**src/rtl/pata_strobe_pkg.sv**
```systemverilog
package pata_strobe_pkg;
   typedef enum logic [1:0] {
      PH_IDLE = 2'd0,
      PH_LEAD = 2'd1,
      PH_LOW  = 2'd2,
      PH_REC  = 2'd3
   } phase_t;

   function automatic int max3(input int a, input int b, input int c);
      int m;
      m = (a > b) ? a : b;
      return (m > c) ? m : c;
   endfunction
endpackage

```
**src/rtl/pata_field_pick.sv**
```systemverilog
module pata_field_pick #(
   parameter int WORD_W  = 32,
   parameter int REC_LSB = 0,
   parameter int REC_W   = 4,
   parameter int ACT_LSB = 4,
   parameter int ACT_W   = 5,
   parameter int LEAD_LSB = 22,
   parameter int LEAD_W  = 3,
   parameter int CNT_W   = 5
) (
   input  logic [WORD_W-1:0] word,
   output logic [CNT_W-1:0]  rec_cnt,
   output logic [CNT_W-1:0]  act_cnt,
   output logic [CNT_W-1:0]  lead_cnt
);
   if (REC_LSB + REC_W > WORD_W || ACT_LSB + ACT_W > WORD_W || LEAD_LSB + LEAD_W > WORD_W) begin : g_bad_pos
      $error("pata_field_pick: field lies outside the timing word");
   end
   if (REC_W > CNT_W || ACT_W > CNT_W || LEAD_W > CNT_W) begin : g_bad_cnt
      $error("pata_field_pick: counter narrower than a field");
   end

   logic unused_word_bits;
   assign unused_word_bits = ^word;

   always_comb begin
      rec_cnt  = '0;
      act_cnt  = '0;
      lead_cnt = '0;
      rec_cnt[REC_W-1:0]   = word[REC_LSB +: REC_W];
      act_cnt[ACT_W-1:0]   = word[ACT_LSB +: ACT_W];
      lead_cnt[LEAD_W-1:0] = word[LEAD_LSB +: LEAD_W];
   end
endmodule

```
**src/rtl/pata_phase_seq.sv**
```systemverilog
module pata_phase_seq
   import pata_strobe_pkg::*;
#(
   parameter int CNT_W = 5
) (
   input  logic             clk,
   input  logic             rst_n,
   input  logic             start,
   input  logic             first,
   input  logic             wr,
   input  logic [CNT_W-1:0] rec_cnt,
   input  logic [CNT_W-1:0] act_cnt,
   input  logic [CNT_W-1:0] lead_cnt,
   output logic             dior_n,
   output logic             diow_n,
   output logic             busy,
   output logic             done
);
   if (CNT_W < 1) begin : g_bad_w
      $error("pata_phase_seq: CNT_W must be positive");
   end

   phase_t           ph;
   logic [CNT_W-1:0] cnt;
   logic [CNT_W-1:0] rec_q;
   logic [CNT_W-1:0] act_q;
   logic             wr_q;
   logic             cnt_zero;

   assign cnt_zero = (cnt == '0);

   always_ff @(posedge clk) begin
      if (!rst_n) begin
         ph    <= PH_IDLE;
         cnt   <= '0;
         rec_q <= '0;
         act_q <= '0;
         wr_q  <= 1'b0;
      end else begin
         unique case (ph)
            PH_IDLE: begin
               if (start) begin
                  rec_q <= rec_cnt;
                  act_q <= act_cnt;
                  wr_q  <= wr;
                  if (first) begin
                     ph  <= PH_LEAD;
                     cnt <= lead_cnt;
                  end else begin
                     ph  <= PH_LOW;
                     cnt <= act_cnt;
                  end
               end
            end
            PH_LEAD: begin
               if (cnt_zero) begin
                  ph  <= PH_LOW;
                  cnt <= act_q;
               end else begin
                  cnt <= cnt - 1'b1;
               end
            end
            PH_LOW: begin
               if (cnt_zero) begin
                  ph  <= PH_REC;
                  cnt <= rec_q;
               end else begin
                  cnt <= cnt - 1'b1;
               end
            end
            PH_REC: begin
               if (cnt_zero) begin
                  ph <= PH_IDLE;
               end else begin
                  cnt <= cnt - 1'b1;
               end
            end
            default: ph <= PH_IDLE;
         endcase
      end
   end

   assign dior_n = !((ph == PH_LOW) && !wr_q);
   assign diow_n = !((ph == PH_LOW) && wr_q);
   assign busy   = (ph != PH_IDLE);
   assign done   = (ph == PH_REC) && cnt_zero;

   // the two strobes never overlap
   assert_one_strobe_R6: assert property (@(posedge clk) disable iff (!rst_n)
      !(!dior_n && !diow_n));
   // done only during recovery, with both strobes released
   assert_done_strobes_high_R3: assert property (@(posedge clk) disable iff (!rst_n)
      done |-> (dior_n && diow_n && busy));
   // the cycle ends right after done
   assert_done_ends_R3: assert property (@(posedge clk) disable iff (!rst_n)
      done |=> !busy);
   // an idle request is taken on the next edge
   assert_accept_R7: assert property (@(posedge clk) disable iff (!rst_n)
      (!busy && start) |=> busy);
   // a running phase is never cut short or restarted
   assert_hold_phase_R7: assert property (@(posedge clk) disable iff (!rst_n)
      (busy && !cnt_zero) |=> (ph == $past(ph)));
   // captured direction stays fixed while busy
   assert_dir_stable_R8: assert property (@(posedge clk) disable iff (!rst_n)
      (busy && $past(busy)) |-> $stable(wr_q));
endmodule

```
**src/rtl/pata_pio_strobe.sv**
```systemverilog
module pata_pio_strobe
   import pata_strobe_pkg::*;
#(
   parameter int WORD_W       = 32,
   parameter int DAT_REC_LSB  = 0,
   parameter int DAT_REC_W    = 4,
   parameter int DAT_ACT_LSB  = 4,
   parameter int DAT_ACT_W    = 5,
   parameter int CMD_REC_LSB  = 9,
   parameter int CMD_REC_W    = 4,
   parameter int CMD_ACT_LSB  = 13,
   parameter int CMD_ACT_W    = 5,
   parameter int DAT_LEAD_LSB = 22,
   parameter int DAT_LEAD_W   = 3,
   parameter int CMD_LEAD_LSB = 25,
   parameter int CMD_LEAD_W   = 3
) (
   input  logic              clk,
   input  logic              rst_n,
   input  logic [WORD_W-1:0] timing_word,
   input  logic              req_valid,
   input  logic              req_taskfile,
   input  logic              req_write,
   input  logic              req_first,
   output logic              dior_n,
   output logic              diow_n,
   output logic              busy,
   output logic              done
);
   localparam int CNT_W = max3(max3(DAT_REC_W, DAT_ACT_W, DAT_LEAD_W),
                               max3(CMD_REC_W, CMD_ACT_W, CMD_LEAD_W), 1);
   localparam int NSETS = 2;

   if (WORD_W < 1) begin : g_bad_word
      $error("pata_pio_strobe: WORD_W must be positive");
   end

   logic [CNT_W-1:0] rec_set  [NSETS];
   logic [CNT_W-1:0] act_set  [NSETS];
   logic [CNT_W-1:0] lead_set [NSETS];

   for (genvar s = 0; s < NSETS; s++) begin : g_set
      pata_field_pick #(
         .WORD_W  (WORD_W),
         .REC_LSB (s == 0 ? DAT_REC_LSB  : CMD_REC_LSB),
         .REC_W   (s == 0 ? DAT_REC_W    : CMD_REC_W),
         .ACT_LSB (s == 0 ? DAT_ACT_LSB  : CMD_ACT_LSB),
         .ACT_W   (s == 0 ? DAT_ACT_W    : CMD_ACT_W),
         .LEAD_LSB(s == 0 ? DAT_LEAD_LSB : CMD_LEAD_LSB),
         .LEAD_W  (s == 0 ? DAT_LEAD_W   : CMD_LEAD_W),
         .CNT_W   (CNT_W)
      ) u_pick (
         .word    (timing_word),
         .rec_cnt (rec_set[s]),
         .act_cnt (act_set[s]),
         .lead_cnt(lead_set[s])
      );
   end

   logic             start;
   logic [CNT_W-1:0] rec_sel;
   logic [CNT_W-1:0] act_sel;
   logic [CNT_W-1:0] lead_sel;

   assign start    = req_valid && !busy;
   assign rec_sel  = req_taskfile ? rec_set[1]  : rec_set[0];
   assign act_sel  = req_taskfile ? act_set[1]  : act_set[0];
   assign lead_sel = req_taskfile ? lead_set[1] : lead_set[0];

   pata_phase_seq #(.CNT_W(CNT_W)) u_seq (
      .clk     (clk),
      .rst_n   (rst_n),
      .start   (start),
      .first   (req_first),
      .wr      (req_write),
      .rec_cnt (rec_sel),
      .act_cnt (act_sel),
      .lead_cnt(lead_sel),
      .dior_n  (dior_n),
      .diow_n  (diow_n),
      .busy    (busy),
      .done    (done)
   );

   // idle port keeps both strobes released
   assert_idle_release_R1: assert property (@(posedge clk) disable iff (!rst_n)
      !busy |-> (dior_n && diow_n && !done));
endmodule

```
**config.mk**
```make
export PLATFORM = sky130hd
export DESIGN_NAME = pata_pio_strobe
export DESIGN_NICKNAME = d
export VERILOG_FILES = /design/src/rtl/pata_strobe_pkg.sv /design/src/rtl/pata_field_pick.sv /design/src/rtl/pata_phase_seq.sv /design/src/rtl/pata_pio_strobe.sv
export SDC_FILE = /design/constraint.sdc
export NUM_CORES = 1
export LEC_CHECK = 0
export BUFFER_PORTS_ARGS = -buffer_cell sky130_fd_sc_hd__clkbuf_2
export CAP_MARGIN = 25
export CORE_UTILIZATION = 40
export DETAILED_ROUTE_END_ITERATION = 8
export PLACE_DENSITY_LB_ADDON = 0.25
export REMOVE_ABC_BUFFERS = 1
export SLEW_MARGIN = 5
export SYNTH_ARGS = -nofsm -noshare
export SYNTH_HDL_FRONTEND = slang
export SYNTH_SLANG_ARGS = --single-unit
export TNS_END_PERCENT = 30
```
**constraint.sdc**
```tcl
create_clock -name clk -period 2.15 [get_ports clk]
set_clock_uncertainty 0.05 [all_clocks]
set_input_delay 0.3225 -clock clk [delete_from_list [all_inputs] [get_ports clk]]
set_output_delay 0.3225 -clock clk [all_outputs]
set_load 0.005 [all_outputs]
```
-- Yosys cells after proc, flatten, opt, wreduce, memory -nomap -nowiden
Index checks and enable logic that the tools add are counted.
- input bits: 38
- flip-flop bits (word level): 18
- logic and storage cells: 43
- output and inout bits: 4
- add/sub/neg operators: 1
- eq/ne operators: 8
- reductions and logical operators: 14
- muxes and demuxes: 15
- operators with widths (operator ; count):
    $mux 5 ; 6
    $pmux 5 s4 ; 1
    $mux 2 ; 5
    $pmux 2 s4 ; 1
    $ne 2x1->1 const B ; 3
    $logic_not 5->1 ; 1
    $sub 5x1->5 const B ; 1
    $eq 2x2->1 const B ; 2
    $logic_and 1x1->1 ; 4
    $logic_not 1->1 ; 4
    $mux 4 ; 1
    $ne 2x2->1 const B ; 2
    $reduce_and 2->1 ; 2
    $reduce_and 4->1 ; 1
    $mux 3 ; 1
    $eq 2x1->1 const B ; 1
    $logic_not 2->1 ; 1
    $reduce_bool 2->1 ; 1

-- Longest topological paths before layout
- depth in word-level cells: 5
- gate-level depth with buffers: 7
- depth with buffers taken out: 6

-- Cells and area by module
A second synthesis with hierarchy kept.
- cell total of the unflattened synthesis: 182
- area total of the unflattened synthesis: 1552.7 um2
- modules (own cells, without submodules) (module ; seq. area each (um2) ; cells an instance ; area an instance (um2) ; instances):
    pata_phase_seq ; 360.3 ; 132 ; 1076.0 ; 1
    pata_pio_strobe ; 0.0 ; 18 ; 244.0 ; 1
    pata_field_pick ; 0.0 ; 16 ; 116.4 ; 2

-- Worst setup path before layout
Ideal clock, no wire load.
- kind: reg-to-reg
- start: reg u_seq.cnt[0]
- end: reg u_seq.cnt[4]
- buffers on the path: 0
- library setup time: 119 ps
- clock period less this slack: 1713 ps
- stages on the path, launching flop included: 7
- data arrival time: 1544 ps
- required time: 1981 ps
- path slack: 437 ps
- cell sequence: dfxtp_1 > inv_1 > ha_1 > or4b_4 > a211oi_2 > a211oi_1 > o221a_1
- cells in the longest elaborated chain, start to end: 3
- elaborated cells on any way between the ends: 8
- those cells by class: add/sub (1); eq/ne (1); mux (4); reduce/logical (2)
- RTL lines (item ; line ; text):
    start, declared ; pata_phase_seq.sv:24 ; logic [CNT_W-1:0] cnt;
    start signal, assigned ; pata_phase_seq.sv:48 ; cnt <= lead_cnt;
    start signal, assigned ; pata_phase_seq.sv:51 ; cnt <= act_cnt;
    start signal, assigned ; pata_phase_seq.sv:58 ; cnt <= act_q;
    $sub 5x1->5 or $logic_not 5->1 (tied branches) ; - ;
    $mux 5 (tied with other cells) ; pata_phase_seq.sv:72 ; if (cnt_zero) begin
    $pmux 5 s4 or $reduce_and 2->1 (tied branches) ; - ;
Parallel ways exist; a longest one is shown, timed or not. The select of a mux whose other input is x is not followed.
A chain may end at the register's enable or synchronous reset.

-- Worst setup path after layout
- start: reg u_seq.cnt[0]
- end: out done
- cells in the longest elaborated chain, start to end: 2
- RTL lines (item ; line ; text):
    $logic_not 5->1 ; pata_phase_seq.sv:30 ; assign cnt_zero = (cnt == '0);
    $logic_and 1x1->1 ; pata_phase_seq.sv:86 ; assign done = (ph == PH_REC) && cnt_zero;
    end, declared ; pata_pio_strobe.sv:28 ; output logic done
No other way between the ends.

==> out/results.ini <==
[grt]
grt.total_usage_pct=17.4
antenna_found_initial=0
grt_pass1_wl_microns=4350
grt_max_degree=20
grt_pass1_vias=1003
globalRouteOverflowTotal=0

[synthesis]
synth-edff-count=0
synth_cell_types=35
avgSynthCellArea_sq_um=9.12
ys_warn_count=0
synth_seq_cells=17
synthTopCellsByArea=dfxtp_1, mux2i_1, o211a_1
synthDominantCellAreaShare_pct=29.4
synthesis.area_sq_um=1160
yosysTopAreaCell=dfxtp_1
synth-async-reset-ratio_pct=0
ys_seq_area_share_pct=29.4
synth_ff_type=dfxtp_1
syn_inst=127

[sta]
hold_viol=0
worst_pin_slew_ns=0.515
layout_min_cycle_time_ns=2.06
drv_slew=0
max_slew_margin_pct=65.5
rsz0062_at_grt=no
max_freq_mhz=486
finalCritPeriodShare_pct=95.7
setup_tns_ns=0
setup_viol=0

[place]
gp_congestion=0.836
numPortBuffers=33
hpwl_microns=2020
dpl_cell_area_sq_um=1360

[clock_network]
cts_max_path_buffers=2
cts_tree=yes
clk_latency_ns=0.30
ctsHoldBuffers=0
cts-root-buf=clkbuf_4
cts_buffers=3
clk_pin_slew_worst_paths_ns=0.11
cts_sinks=17
postCtsSetupRepairBufs=0
cts-resized-gates=0
htreeDepth=1

[hold_path]
min_from=req_write
worstHoldPathType=in2reg

[power]
power.leakage_uw=0.000737
power.density_nw_per_um2=1220
peakVddDrop_uv=692

[flow_run]
maxCapViolations=0

[setup_path]
crit_arrival_ns=1.69
crit_start=u_seq.cnt[0]
rrSetupSlack_ns=0.32
worstPathMaxFanout=5
crit_type=reg2out
cp-end-kind=output pin
r2r-start=u_seq.cnt[0]
critPathRequiredTime_ns=1.78
cp-start-kind=flip-flop

[status]
status=completed

[routing]
drt_iter0_markers=6
wire_per_inst_microns=13.4
drt_pre_antenna_iters=5
vias_per_cell=5.64
dr_total_vias=1088
antenna_left=0
drt-total-wl_microns=2590
drc=0

[floorplanning]
num_io_pins=42
dieArea_sq_um=3120
die-width_microns=55.8
coreArea_sq_um=2760
start_util_pct=42.0
rows=19
die_y_microns=55.8

[final_layout]
final_design_area_no_fill_sq_um=1390
n_antenna_cell=0
final_nets=207
fillCellCount=269
final_util_pct=50.3
drive_above_1_share_pct=29.0
area_growth_syn_to_layout_pct=19.8

cell usage in the layout, fill, tap and decap left out, types with 2 or more instances in the layout:
master,Yosys,layout
a211oi_1,4,4
a22oi_1,2,2
a31oi_1,2,2
and3_1,2,2
buf_4,0,3
clkbuf_2,0,33
clkbuf_4,0,3
dfxtp_1,17,17
ha_1,6,5
inv_1,10,10
mux2i_1,14,14
nand2_1,13,13
nand2b_1,4,4
nor4b_1,2,2
o211a_1,11,11
o21ai_0,10,10
o22a_1,2,2
o22ai_1,2,2
o31ai_1,4,4
or2b_2,2,2
sequential cells by signal (all words and copies together) (netlist names):
signal and cells:
u_seq.wr_q 1, u_seq.rec_q 4, u_seq.cnt 5, u_seq.ph 2
u_seq.act_q 5
worst paths after layout:
| check | to | cells past startpoint |
|---|---|---|
| worst min-delay path | u_seq.wr_q | 3 |
| worst max register to register | u_seq.ph[0] | 5 |
| worst min register to register | u_seq.rec_q[2] | 1 |
| worst max-delay path | done | 5 |
metrics by stage:
stage          cells  setup slack [ns]  total power (uW)  hold slack (ns)
3_3_place_gp     189             0.354              1490            0.430
4_1_cts          193            0.0673              1700            0.242
5_1_grt          193           0.00506              1850            0.236
6_report         193            0.0915              1700            0.236
3_5_place_dp     189             0.326              1520            0.442
2_1_floorplan    122             0.437              1230            0.401
synth_stat cells (all sizes together) (3+ instances only):
master / count
o211a: 11
nand2b: 4
a211oi: 5
clkbuf: 3
mux2i: 14
nor4b: 3
inv: 10
o21ai: 10
dfxtp: 17
o31ai: 4
nand2: 13
ha: 6
power by group:
group	total (uW)	internal, uW	switching [uW]
Sequential	516	417	99.1
Clock	180	69.3	111
Combinational	1000	468	536
Total	1700	954	746
critical path: stages, from the launching register on:
cell and delay, ns:
dfxtp_1 0.36, inv_1 0.07, ha_2 0.21, or4b_4 0.51, nor2_1 0.11, clkbuf_2 0.12
cells by family after synthesis:
kind of cell | Yosys count | share of synthesized area (%)
multiplexers | 14 | 12.1
AO/OA/AOI/OAI | 44 | 29.5
XOR/XNOR | 1 | 0.756
AND/OR/NAND/NOR | 30 | 16.2
buffers and inverters | 15 | 5.62
flip-flops | 17 | 29.4
adder cells (fa/ha/maj) | 6 | 6.48
layout make-up:
type                            count  area (sq um)  area share [%]
Clock buffer                        3          22.5            1.62
Tap cell                           31          38.8            2.80
Inverter                           10          37.5            2.71
Sequential cell                    17           340            24.5
Multi-Input combinational cell     95           756            54.5
Timing Repair Buffer               36           188            13.5
Clock inverter                      1          5.00           0.361
layer usage:
metal	global-route usage (%)	vias up	wire (microns)
met5	0	-	0
met4	4.18	0	23
met3	2.33	5	108
met2	32.9	31	1330
met1	20.6	509	1120
li1	-	543	-
Note: power is estimated with default switching activity, not from simulation.
